===== src/rtl/rec_acq_pkg.sv =====
package rec_acq_pkg;

    localparam int REC_W    = 31;
    localparam int N_HW     = 4;
    localparam int N_EDGE   = 3;
    localparam int T_START  = 0;
    localparam int T_REF    = 1;
    localparam int T_ADV    = 2;
    localparam int T_PAUSE  = 3;

    localparam logic [1:0] SRC_HW = 2'b00;
    localparam logic [1:0] SRC_SW = 2'b01;

    typedef enum logic [1:0] {
        ST_IDLE = 2'd0,
        ST_PRE  = 2'd1,
        ST_POST = 2'd2,
        ST_WADV = 2'd3
    } acq_state_e;

    typedef struct packed {
        logic hit_start;
        logic hit_ref;
        logic hit_adv;
        logic paused;
    } trig_ev_t;

    function automatic logic edge_seen(logic cur, logic prev, logic rising);
        return rising ? (cur & ~prev) : (~cur & prev);
    endfunction

    function automatic logic src_waits(logic [1:0] src);
        return ~src[1];
    endfunction

endpackage


===== src/rtl/rec_acq_sync.sv =====
module rec_acq_sync #(
    parameter int N      = 4,
    parameter int STAGES = 2
) (
    input  logic         clk,
    input  logic         rst,
    input  logic [N-1:0] din,
    output logic [N-1:0] dout
);
    for (genvar g = 0; g < N; g++) begin : g_line
        logic [STAGES-1:0] chain;
        always_ff @(posedge clk) begin
            if (rst) chain <= '0;
            else     chain <= {chain[STAGES-2:0], din[g]};
        end
        assign dout[g] = chain[STAGES-1];
    end
endmodule


===== src/rtl/rec_acq_qual.sv =====
module rec_acq_qual
    import rec_acq_pkg::*;
(
    input  logic       clk,
    input  logic       rst,
    input  logic [1:0] src,
    input  logic       rising,
    input  logic       lvl,
    input  logic       sw,
    output logic       hit
);
    logic prev;

    always_ff @(posedge clk) begin
        if (rst) prev <= 1'b0;
        else     prev <= lvl;
    end

    always_comb begin
        if (!src_waits(src))   hit = 1'b1;
        else if (src == SRC_SW) hit = sw;
        else                   hit = edge_seen(lvl, prev, rising);
    end
endmodule


===== src/rtl/rec_acq_seq.sv =====
module rec_acq_seq
    import rec_acq_pkg::*;
#(
    parameter int ADDR_W = 4,
    parameter int DATA_W = 8
) (
    input  logic              clk,
    input  logic              rst,
    input  trig_ev_t          ev,
    input  logic              adv_wait,
    input  logic              smp_en,
    input  logic [DATA_W-1:0] smp_data,
    input  logic [ADDR_W:0]   cfg_pre,
    input  logic [ADDR_W:0]   cfg_post,
    input  logic [REC_W-1:0]  cfg_nrec,
    output logic              wr_en,
    output logic [ADDR_W-1:0] wr_addr,
    output logic [DATA_W-1:0] wr_data,
    output logic [REC_W-1:0]  wr_rec,
    output logic              evt_rdy_start,
    output logic              evt_rdy_adv,
    output logic              evt_eor,
    output logic [ADDR_W-1:0] eor_ref_addr
);
    localparam int CNT_W = ADDR_W + 1;

    acq_state_e         st, st_n;
    logic [ADDR_W-1:0]  ptr, ptr_n, refa, refa_n;
    logic [CNT_W-1:0]   pre_cnt, pre_n, post_cnt, post_n;
    logic [REC_W-1:0]   rec_idx, rec_n;
    logic               wr, fin, go_idle, go_wadv, last, fresh;

    assign last = ({1'b0, rec_idx} + 32'd1) >= {1'b0, cfg_nrec};

    always_comb begin
        st_n    = st;
        ptr_n   = ptr;
        pre_n   = pre_cnt;
        post_n  = post_cnt;
        rec_n   = rec_idx;
        refa_n  = refa;
        wr      = 1'b0;
        fin     = 1'b0;
        go_idle = 1'b0;
        go_wadv = 1'b0;
        unique case (st)
            ST_IDLE: begin
                if (ev.hit_start) begin
                    st_n   = ST_PRE;
                    ptr_n  = '0;
                    pre_n  = '0;
                    rec_n  = '0;
                end
            end
            ST_PRE: begin
                wr = smp_en & ~ev.paused;
                if (wr) begin
                    ptr_n = ptr + ADDR_W'(1);
                    if (pre_cnt < cfg_pre) pre_n = pre_cnt + CNT_W'(1);
                end
                if (ev.hit_ref && (pre_cnt >= cfg_pre)) begin
                    st_n   = ST_POST;
                    refa_n = ptr_n;
                    post_n = '0;
                end
            end
            ST_POST: begin
                if (post_cnt >= cfg_post) begin
                    fin = 1'b1;
                    if (last) begin
                        st_n    = ST_IDLE;
                        go_idle = 1'b1;
                    end else begin
                        rec_n = rec_idx + REC_W'(1);
                        if (adv_wait) begin
                            st_n    = ST_WADV;
                            go_wadv = 1'b1;
                        end else begin
                            st_n  = ST_PRE;
                            ptr_n = '0;
                            pre_n = '0;
                        end
                    end
                end else begin
                    wr = smp_en & ~ev.paused;
                    if (wr) begin
                        ptr_n  = ptr + ADDR_W'(1);
                        post_n = post_cnt + CNT_W'(1);
                    end
                end
            end
            ST_WADV: begin
                if (ev.hit_adv) begin
                    st_n  = ST_PRE;
                    ptr_n = '0;
                    pre_n = '0;
                end
            end
            default: st_n = ST_IDLE;
        endcase
    end

    always_ff @(posedge clk) begin
        if (rst) begin
            st            <= ST_IDLE;
            ptr           <= '0;
            refa          <= '0;
            pre_cnt       <= '0;
            post_cnt      <= '0;
            rec_idx       <= '0;
            fresh         <= 1'b1;
            wr_en         <= 1'b0;
            wr_addr       <= '0;
            wr_data       <= '0;
            wr_rec        <= '0;
            evt_rdy_start <= 1'b0;
            evt_rdy_adv   <= 1'b0;
            evt_eor       <= 1'b0;
            eor_ref_addr  <= '0;
        end else begin
            st            <= st_n;
            ptr           <= ptr_n;
            refa          <= refa_n;
            pre_cnt       <= pre_n;
            post_cnt      <= post_n;
            rec_idx       <= rec_n;
            fresh         <= 1'b0;
            wr_en         <= wr;
            wr_addr       <= ptr;
            wr_data       <= smp_data;
            wr_rec        <= rec_idx;
            evt_rdy_start <= go_idle | fresh;
            evt_rdy_adv   <= go_wadv;
            evt_eor       <= fin;
            if (fin) eor_ref_addr <= refa;
        end
    end
endmodule


===== src/rtl/rec_acq_ctrl.sv =====
module rec_acq_ctrl
    import rec_acq_pkg::*;
#(
    parameter int ADDR_W = 4,
    parameter int DATA_W = 8
) (
    input  logic              clk,
    input  logic              rst,
    input  logic              smp_en,
    input  logic [DATA_W-1:0] smp_data,
    input  logic [3:0]        trg_hw,
    input  logic [2:0]        trg_sw,
    input  logic [1:0]        cfg_src_start,
    input  logic [1:0]        cfg_src_ref,
    input  logic [1:0]        cfg_src_adv,
    input  logic [2:0]        cfg_edge_pol,
    input  logic              cfg_pause_on,
    input  logic              cfg_pause_lvl,
    input  logic [ADDR_W:0]   cfg_pre,
    input  logic [ADDR_W:0]   cfg_post,
    input  logic [30:0]       cfg_nrec,
    output logic              wr_en,
    output logic [ADDR_W-1:0] wr_addr,
    output logic [DATA_W-1:0] wr_data,
    output logic [30:0]       wr_rec,
    output logic              evt_rdy_start,
    output logic              evt_rdy_adv,
    output logic              evt_eor,
    output logic [ADDR_W-1:0] eor_ref_addr
);
    logic [N_HW-1:0]        lvl;
    logic [N_EDGE-1:0]      hit;
    logic [N_EDGE-1:0][1:0] src;
    trig_ev_t               ev;

    assign src[T_START] = cfg_src_start;
    assign src[T_REF]   = cfg_src_ref;
    assign src[T_ADV]   = cfg_src_adv;

    rec_acq_sync #(.N(N_HW), .STAGES(2)) u_sync (
        .clk (clk),
        .rst (rst),
        .din (trg_hw),
        .dout(lvl)
    );

    for (genvar g = 0; g < N_EDGE; g++) begin : g_qual
        rec_acq_qual u_qual (
            .clk   (clk),
            .rst   (rst),
            .src   (src[g]),
            .rising(cfg_edge_pol[g]),
            .lvl   (lvl[g]),
            .sw    (trg_sw[g]),
            .hit   (hit[g])
        );
    end

    assign ev.hit_start = hit[T_START];
    assign ev.hit_ref   = hit[T_REF];
    assign ev.hit_adv   = hit[T_ADV];
    assign ev.paused    = cfg_pause_on & (lvl[T_PAUSE] == cfg_pause_lvl);

    rec_acq_seq #(.ADDR_W(ADDR_W), .DATA_W(DATA_W)) u_seq (
        .clk          (clk),
        .rst          (rst),
        .ev           (ev),
        .adv_wait     (src_waits(cfg_src_adv)),
        .smp_en       (smp_en),
        .smp_data     (smp_data),
        .cfg_pre      (cfg_pre),
        .cfg_post     (cfg_post),
        .cfg_nrec     (cfg_nrec),
        .wr_en        (wr_en),
        .wr_addr      (wr_addr),
        .wr_data      (wr_data),
        .wr_rec       (wr_rec),
        .evt_rdy_start(evt_rdy_start),
        .evt_rdy_adv  (evt_rdy_adv),
        .evt_eor      (evt_eor),
        .eor_ref_addr (eor_ref_addr)
    );
endmodule


===== config.mk =====
export PLATFORM = sky130hd
export DESIGN_NAME = rec_acq_ctrl
export DESIGN_NICKNAME = d
export VERILOG_FILES = /design/src/rtl/rec_acq_pkg.sv /design/src/rtl/rec_acq_sync.sv /design/src/rtl/rec_acq_qual.sv /design/src/rtl/rec_acq_seq.sv /design/src/rtl/rec_acq_ctrl.sv
export SDC_FILE = /design/constraint.sdc
export NUM_CORES = 1
export LEC_CHECK = 0
export CAP_MARGIN = 5
export CORE_MARGIN = 2
export CORE_UTILIZATION = 56
export DETAILED_ROUTE_END_ITERATION = 6
export GPL_ROUTABILITY_DRIVEN = 1
export HOLD_SLACK_MARGIN = 0.12
export PLACE_DENSITY_LB_ADDON = 0.2
export SYNTH_ARGS = -nofsm -noshare
export SYNTH_HDL_FRONTEND = slang
export SYNTH_SLANG_ARGS = --single-unit

===== constraint.sdc =====
create_clock -name clk -period 7.75 [get_ports clk]
set_clock_uncertainty 0.05 [all_clocks]
set_input_delay 1.1625 -clock clk [delete_from_list [all_inputs] [get_ports clk]]
set_output_delay 1.1625 -clock clk [all_outputs]
set_load 0.1 [all_outputs]

==> results of run 1 <==
final timing paths:
check	from	to	slack, ps	depth (start not counted)
worst min-delay path	u_sync.g_line[2].chain[0]	u_sync.g_line[2].chain[1]	400	1
worst max-delay path	u_seq.rec_idx[0]	u_seq.rec_idx[17]	2870	16
worst max register to register	u_seq.rec_idx[0]	u_seq.rec_idx[17]	2870	16
worst min register to register	u_sync.g_line[2].chain[0]	u_sync.g_line[2].chain[1]	400	1
state kept, by name, summed over array words and instances, names as in the netlist:
register             cells
u_seq.evt_rdy_adv        1
u_seq.wr_en              1
g_qual.u_qual.prev       3
u_seq.eor_ref_addr       4
u_sync.g_line.chain      8
u_seq.wr_data            8
u_seq.ptr                4
u_seq.fresh              1
u_seq.wr_rec            31
u_seq.wr_addr            4
u_seq.refa               4
u_seq.pre_cnt            5
u_seq.evt_rdy_start      1
u_seq.st                 2
u_seq.post_cnt           5
u_seq.evt_eor            1
u_seq.rec_idx           31
through the flow:
| step | power [uW] | setup slack [ps] | instance area [sq um] | cells |
|---|---|---|---|---|
| finish | 1790 | 2870 | 7900 | 984 |
| global route | 1850 | 2510 | 7900 | 984 |
| CTS | 1790 | 2950 | 7900 | 984 |
| detailed placement | 992 | 2990 | 7300 | 952 |
| global placement | 976 | 3200 | 7300 | 952 |
| floorplan | 877 | 3840 | 6050 | 725 |
worst max-delay path, cell delays in order, from the launching register on:
cell and delay, ps:
dfxtp_1 410, ha_1 210, nand3_1 260, nor4_2 420, and3_1 270, nand2_1 140, o21ai_0 250, nand2_1 100
ha_1 320, nand3_1 120, nor4_1 540, inv_1 130, a311o_1 360, nand2_1 290, buf_4 380, a21oi_2 220
o32ai_1 310
where the power goes:
group / switching [uW] / internal, uW / total (uW)
clock network: 298 / 501 / 800
registers: 11.8 / 601 / 613
logic: 262 / 115 / 377
per-layer routing:
metal,global-route usage,up-vias,part of all wire
li1,-,2773,-
met1,0.321,2696,0.40
met2,0.518,214,0.51
met3,0.0660,44,0.058
met4,0.117,0,0.025
met5,0,-,0
cell type report:
type	instances	area, sq um	share of cell area
clock inverters	14	179	0.0226
flip-flops and latches	114	2280	0.289
multi-input cells	503	3340	0.423
inverters	76	285	0.0361
clock buffers	18	428	0.0541
well taps	136	170	0.0215
repair buffers	123	1220	0.154
cells in the final DEF, fill, tap and decap left out, types with 8 or more instances in the layout:
cell type and instances:
ha_1 49, dfxtp_1 114, nor2_1 46, xnor2_1 20, o21ai_0 18, nor3_1 11
nor2b_1 43, o32ai_1 8, or4_1 8, clkdlybuf4s50_1 119, nand4_1 17, nor4_1 8
inv_1 76, clkbuf_16 16, or3_1 11, o21a_1 8, nand3_1 43, a21oi_1 34
and3_1 9, nand2b_1 9, nand2_1 66
cell families after synthesis:
logic type,after synthesis,share of synthesized area
adders and majority gates,49,0.101
DFF,114,0.377
AOI/OAI and AO/OA,131,0.152
muxes,6,0.0101
xor gates and xnor gates,23,0.0333
buffers and inverters,108,0.0702
and+or+nand+nor,294,0.255
==> key figures, run 1 <==
Run status
  – Outcome: finished, final reports clean

Timing
  – Slew @ Worst Pin: 1170 ps
  – Final Cycle Share: 0.629
  – RSZ-0062 raised after global routing: false
  – Final setup TNS: 0 ps
  – Worst hold slack: 403 ps
  – Highest clock rate: 205 MHz
  – Hold Fails Final Rpt: 0
  – Setup violators final: 0
  – Worst rel slew slack: 0.215
  – Final min period: 4880 ps
  – Fin. max-slew vios: 0

Synthesis
  – Mapped cell area: 6050 sq um
  – FF+latch count, synth: 114
  – Synth area leaders: dfxtp_1, ha_1, inv_1
  – Synth Instances: 725
  – Top-count cell post-synth: dfxtp_1
  – Syn_area_per_cell: 8.34 sq um
  – Asr flop ratio synth: 0
  – Yosys warnings: 0
  – Share of the synthesized area in the top cell type: 0.377
  – Synth unique cells: 65
  – Seq/Total Area, Yosys: 0.377
  – Synthesized net count: 844
  – Top cells by count, synth: dfxtp_1, inv_1, nand2_1, ha_1, nor2_1
  – Area leader, netlist: dfxtp_1
  – Main flop type after synthesis: dfxtp_1
  – Post-synth EDFFs: 0

Detailed routing
  – Post-route ant nets: 0
  – DR pass1 iterations: 5
  – Initial DRC Count: 284
  – DRC viols: 0
  – Vias per inst: 5.82
  – Via count: 5727
  – Routed wire length per instance: 16.2 um
  – Routed wire length: 15.9 mm

CTS
  – Clock Tree Buf Depth: 2
  – Hold-fix buffers at CTS: 0
  – H-tree depth: 4
  – CTS tree: built
  – Clock Sinks: 114
  – CTS buffer count: 17
  – Worst-skew pair later-pin latency: 530 ps
  – CTS clk-pin slew, worst paths: 60 ps
  – Post-CTS Setup Repair Bufs: 0
  – Post-CTS sizing: 0
  – CTS root buffer: clkbuf_8

Global routing
  – Vias in the first global route: 5649
  – Largest net degree at the start of global routing: 76
  – First-pass GRT wire length: 26.2 mm
  – Gr usage total: 0.286
  – Initial antenna violation count: 0
  – Gr ovfl total: 0

Cells and area
  – Area grow syn2layout: 30.7%
  – Filler cell count: 783
  – Nets: 954
  – Final core utilization: 0.759
  – N_diodes: 0
  – Fraction of layout cells with a size suffix above 1: 0.0601

Min path
  – Worst Hold Class: flip-flop to flip-flop

Floorplan
  – Die area: 11600 sq um
  – # IOs: 121
  – Site Rows: 37
  – Die Height: 108 um
  – CORE AREA: 10400 sq um
  – Initial Util: 0.580
  – Die width: 108 um

Place
  – GP Congestion: 0.966
  – Port bufs: 120
  – Post-DP HPWL: 11.3 mm

Worst setup path
  – Worst setup EP type: flip-flop
  – Arrival @ worst endpoint: 5260 ps
  – Setup Crit Path Kind: flip-flop to flip-flop
  – Req. time, crit path: 8130 ps
  – CP max FO: 29
  – Startpoint Class: flip-flop

Job
  – Max cap viols: 0

Pwr
  – Leak: 0.00323 uW
  – VDD IR max: 156 uV
  – Pwr/cell area: 226 nW/um^2
Power figures use the tool's default switching activity.
==> run 2, diff against run 1 <==
--- a/config.mk
+++ b/config.mk
@@ -7,7 +7,7 @@
 export LEC_CHECK = 0
 export CAP_MARGIN = 5
 export CORE_MARGIN = 2
-export CORE_UTILIZATION = 56
+export CORE_UTILIZATION = 52
 export DETAILED_ROUTE_END_ITERATION = 6
 export GPL_ROUTABILITY_DRIVEN = 1
 export HOLD_SLACK_MARGIN = 0.12
==> constraint.sdc (replaced) <==
create_clock -name clk -period 5 [get_ports clk]
set_clock_uncertainty 0.05 [all_clocks]
set_input_delay 0.75 -clock clk [delete_from_list [all_inputs] [get_ports clk]]
set_output_delay 0.75 -clock clk [all_outputs]
set_load 0.1 [all_outputs]
==> run 2 against run 1 <==
Against the previous run:
- total power rose by 60%
- cell count increased by 0.71%
- non-clock buffer count is 1 higher
- setup slack got worse by 2400 ps
- hold slack worse by 17 ps
- fmax rose by 7.5%
- clock power grew 65%
- critical path type unchanged
- critical endpoint is now u_seq.rec_idx[18]
- largest cell class unchanged
- highest routed layer unchanged
==> key figures, run 2 (same netlist as run 1, synthesis figures left out) <==
Timing
  – Final setup TNS: 0 ps (unchanged)
  – Worst setup margin: 463 ps (-2410 ps)
  – Setup violators final: 0 (unchanged)
  – Hold Fails Final Rpt: 0 (unchanged)
  – Worst hold slack: 386 ps (-17.0 ps)
  – Final min period: 4540 ps (-340 ps)
  – Fin. max-slew vios: 0 (unchanged)
  – RSZ-0062 raised after global routing: false
  – Highest clock rate: 220 MHz (+7.5%)
  – Worst rel slew slack: 0.328 (+0.113)
  – Final Cycle Share: 0.907 (+0.278)
  – Slew @ Worst Pin: 1010 ps (-169 ps)

CTS
  – CTS root buffer: clkbuf_16
  – Worst-skew pair later-pin latency: 420 ps (-110 ps)
  – Clock Sinks: 114 (unchanged)
  – Post-CTS sizing: 0 (unchanged)
  – H-tree depth: 4 (unchanged)
  – CTS buffer count: 17 (unchanged)
  – Hold-fix buffers at CTS: 0 (unchanged)
  – CTS clk-pin slew, worst paths: 50 ps (about the same)
  – CTS tree: built
  – Clock Tree Buf Depth: 2 (unchanged)
  – Post-CTS Setup Repair Bufs: 0 (unchanged)

Pwr
  – Clock network power share: 0.463 (+0.016)
  – Sequential share of power: 0.333 (-0.010)
  – Pwr/cell area: 359 nW/um^2 (+59%)
  – Internal power: 2010 uW (+65%)
  – Leak: 0.00327 uW (+1.5%)
  – Sw Pwr: 844 uW (+48%)
  – Logic pwr share: 0.204 (-0.006)
  – Sw Share: 0.295 (-0.0242)
  – VDD IR max: 302 uV (+94%)
  – Total power: 2860 uW (+60%)

Floorplan
  – Die area: 12500 sq um (+7.4%)
  – # IOs: 121 (unchanged)
  – Die width: 112 um (+3.6%)
  – CORE AREA: 11400 sq um (+9.2%)
  – Site Rows: 39 (+5.4%)
  – Initial Util: 0.532 (-0.0487)
  – Die Height: 112 um (+3.6%)

Worst setup path
  – Worst setup EP type: flip-flop
  – Req. time, crit path: 5230 ps (-2900 ps)
  – Slowest cell on crit path: nor4_1
  – Startpoint Class: flip-flop
  – Setup Crit Path Kind: flip-flop to flip-flop
  – CP cell instances: ha_1 -> nand3_1 -> nor4_2 -> and3_1 -> nand2_1 -> o21ai_0 -> nand2_1 -> ha_1 -> nand3_1 -> nor4_1 -> inv_1 -> a311o_1 -> and2_1 -> nand3_1 -> o32ai_1
  – CP max FO: 11 (-62%)
  – Most used cell, CP: nand3_1
  – Critical Path Max Stage Delay: 490 ps (-50 ps)
  – Arrival @ worst endpoint: 4770 ps (-490 ps)
  – Top delay family on crit path: simple AND/OR/NAND/NOR gates
  – CP bufs+invs: 1 (-1)

Detailed routing
  – Post-route ant nets: 0 (unchanged)
  – Routed wire length: 16.1 mm (+1.4%)
  – Initial DRC Count: 295 (+3.9%)
  – DRC viols: 0 (unchanged)
  – Routed wire length per instance: 16.3 um (+0.66%)
  – Vias per inst: 5.74 (-1.4%)
  – DR pass1 iterations: 5 (unchanged)
  – Via count: 5685 (-0.73%)

Place
  – GP Congestion: 1.02 (+5.2%)
  – Pre-CTS setup slack: 585 ps (-2400 ps)
  – Post-DP HPWL: 11.9 mm (+4.7%)
  – Port bufs: 120 (unchanged)

Global routing
  – First-pass GRT wire length: 26.8 mm (+2.2%)
  – Largest net degree at the start of global routing: 42 (-45%)
  – Gr ovfl total: 0 (unchanged)
  – Gr usage total: 0.266 (-0.0193)
  – Vias in the first global route: 5775 (+2.2%)
  – Initial antenna violation count: 0 (unchanged)

Cells and area
  – Commonest non-fill, non-tap cells in the layout: clkdlybuf4s50_1, dfxtp_1, inv_1, nand2_1, ha_1
  – Nets: 955 (+0.10%)
  – Top Registers: u_seq.rec_idx x31, u_seq.wr_rec x31
  – Commonest non-fill, non-tap cell in the layout: clkdlybuf4s50_1
  – Filler cell count: 921 (+18%)
  – Final core utilization: 0.699 (-0.0592)
  – Area grow syn2layout: 31.5%
  – N_diodes: 0 (unchanged)
  – Fraction of layout cells with a size suffix above 1: 0.0590 (-0.00118)

Run status
  – Outcome: finished, final reports clean

Job
  – Max cap viols: 0 (unchanged)

Min path
  – Worst Hold Class: flip-flop to flip-flop
## run 2: cell types whose count changed in the layout (fill, tap and decap cells not counted), sizes merged
cell / change
clkinvlp: -6
clkbuf: +2
bufinv: +2
clkinv: +4
inv: -3
buf: +1
## run 2: cell type report
type	instances	area, sq um	area share
Clock inverter	11	184	0.0231
Tap cell	143	179	0.0225
Inverter	76	285	0.0359
Clock buffer	20	457	0.0574
Timing Repair Buffer	124	1230	0.154
Multi-Input combinational cell	503	3340	0.420
Sequential cell	114	2280	0.287
## run 2: path summary, 6_finish.rpt
check	from	end	slack [ps]	cells past startpoint
min	u_sync.g_line[0].chain[0]	u_sync.g_line[0].chain[1]	390	1
min reg2reg	u_sync.g_line[0].chain[0]	u_sync.g_line[0].chain[1]	390	1
max reg2reg	u_seq.rec_idx[0]	u_seq.rec_idx[18]	460	15
max	u_seq.rec_idx[0]	u_seq.rec_idx[18]	460	15
## run 2: stage by stage
stage,instance area [sq um],std cells
6_report,7950,991
5_1_grt,7950,991
4_1_cts,7950,991
3_5_place_dp,7310,960
3_3_place_gp,7310,960
2_1_floorplan,6050,725
## run 2: power by group through the flow
stage                     combinational (uW)  clock (uW)  sequential [uW]
after floorplan                          349           0             1010
after global placement                   557           0              966
after detailed placement                 571           0              969
after CTS                                576        1330              950
after global routing                     629        1380              953
final                                    582        1320              951
## run 2: worst reg2reg max path, stage by stage (launching register included)
cell	delay, ps
dfxtp_1	410
ha_1	220
nand3_1	260
nor4_2	430
and3_1	270
nand2_1	130
o21ai_0	260
nand2_1	100
ha_1	320
nand3_1	130
nor4_1	490
inv_1	120
a311o_1	340
and2_1	310
nand3_1	380
o32ai_1	170
## run 2: metal layers
metal,vias up,share of wire,global-route usage
met5,-,0,0
met3,38,0.063,0.0621
li1,2778,-,-
met4,0,0.026,0.114
met2,226,0.50,0.469
met1,2643,0.41,0.309
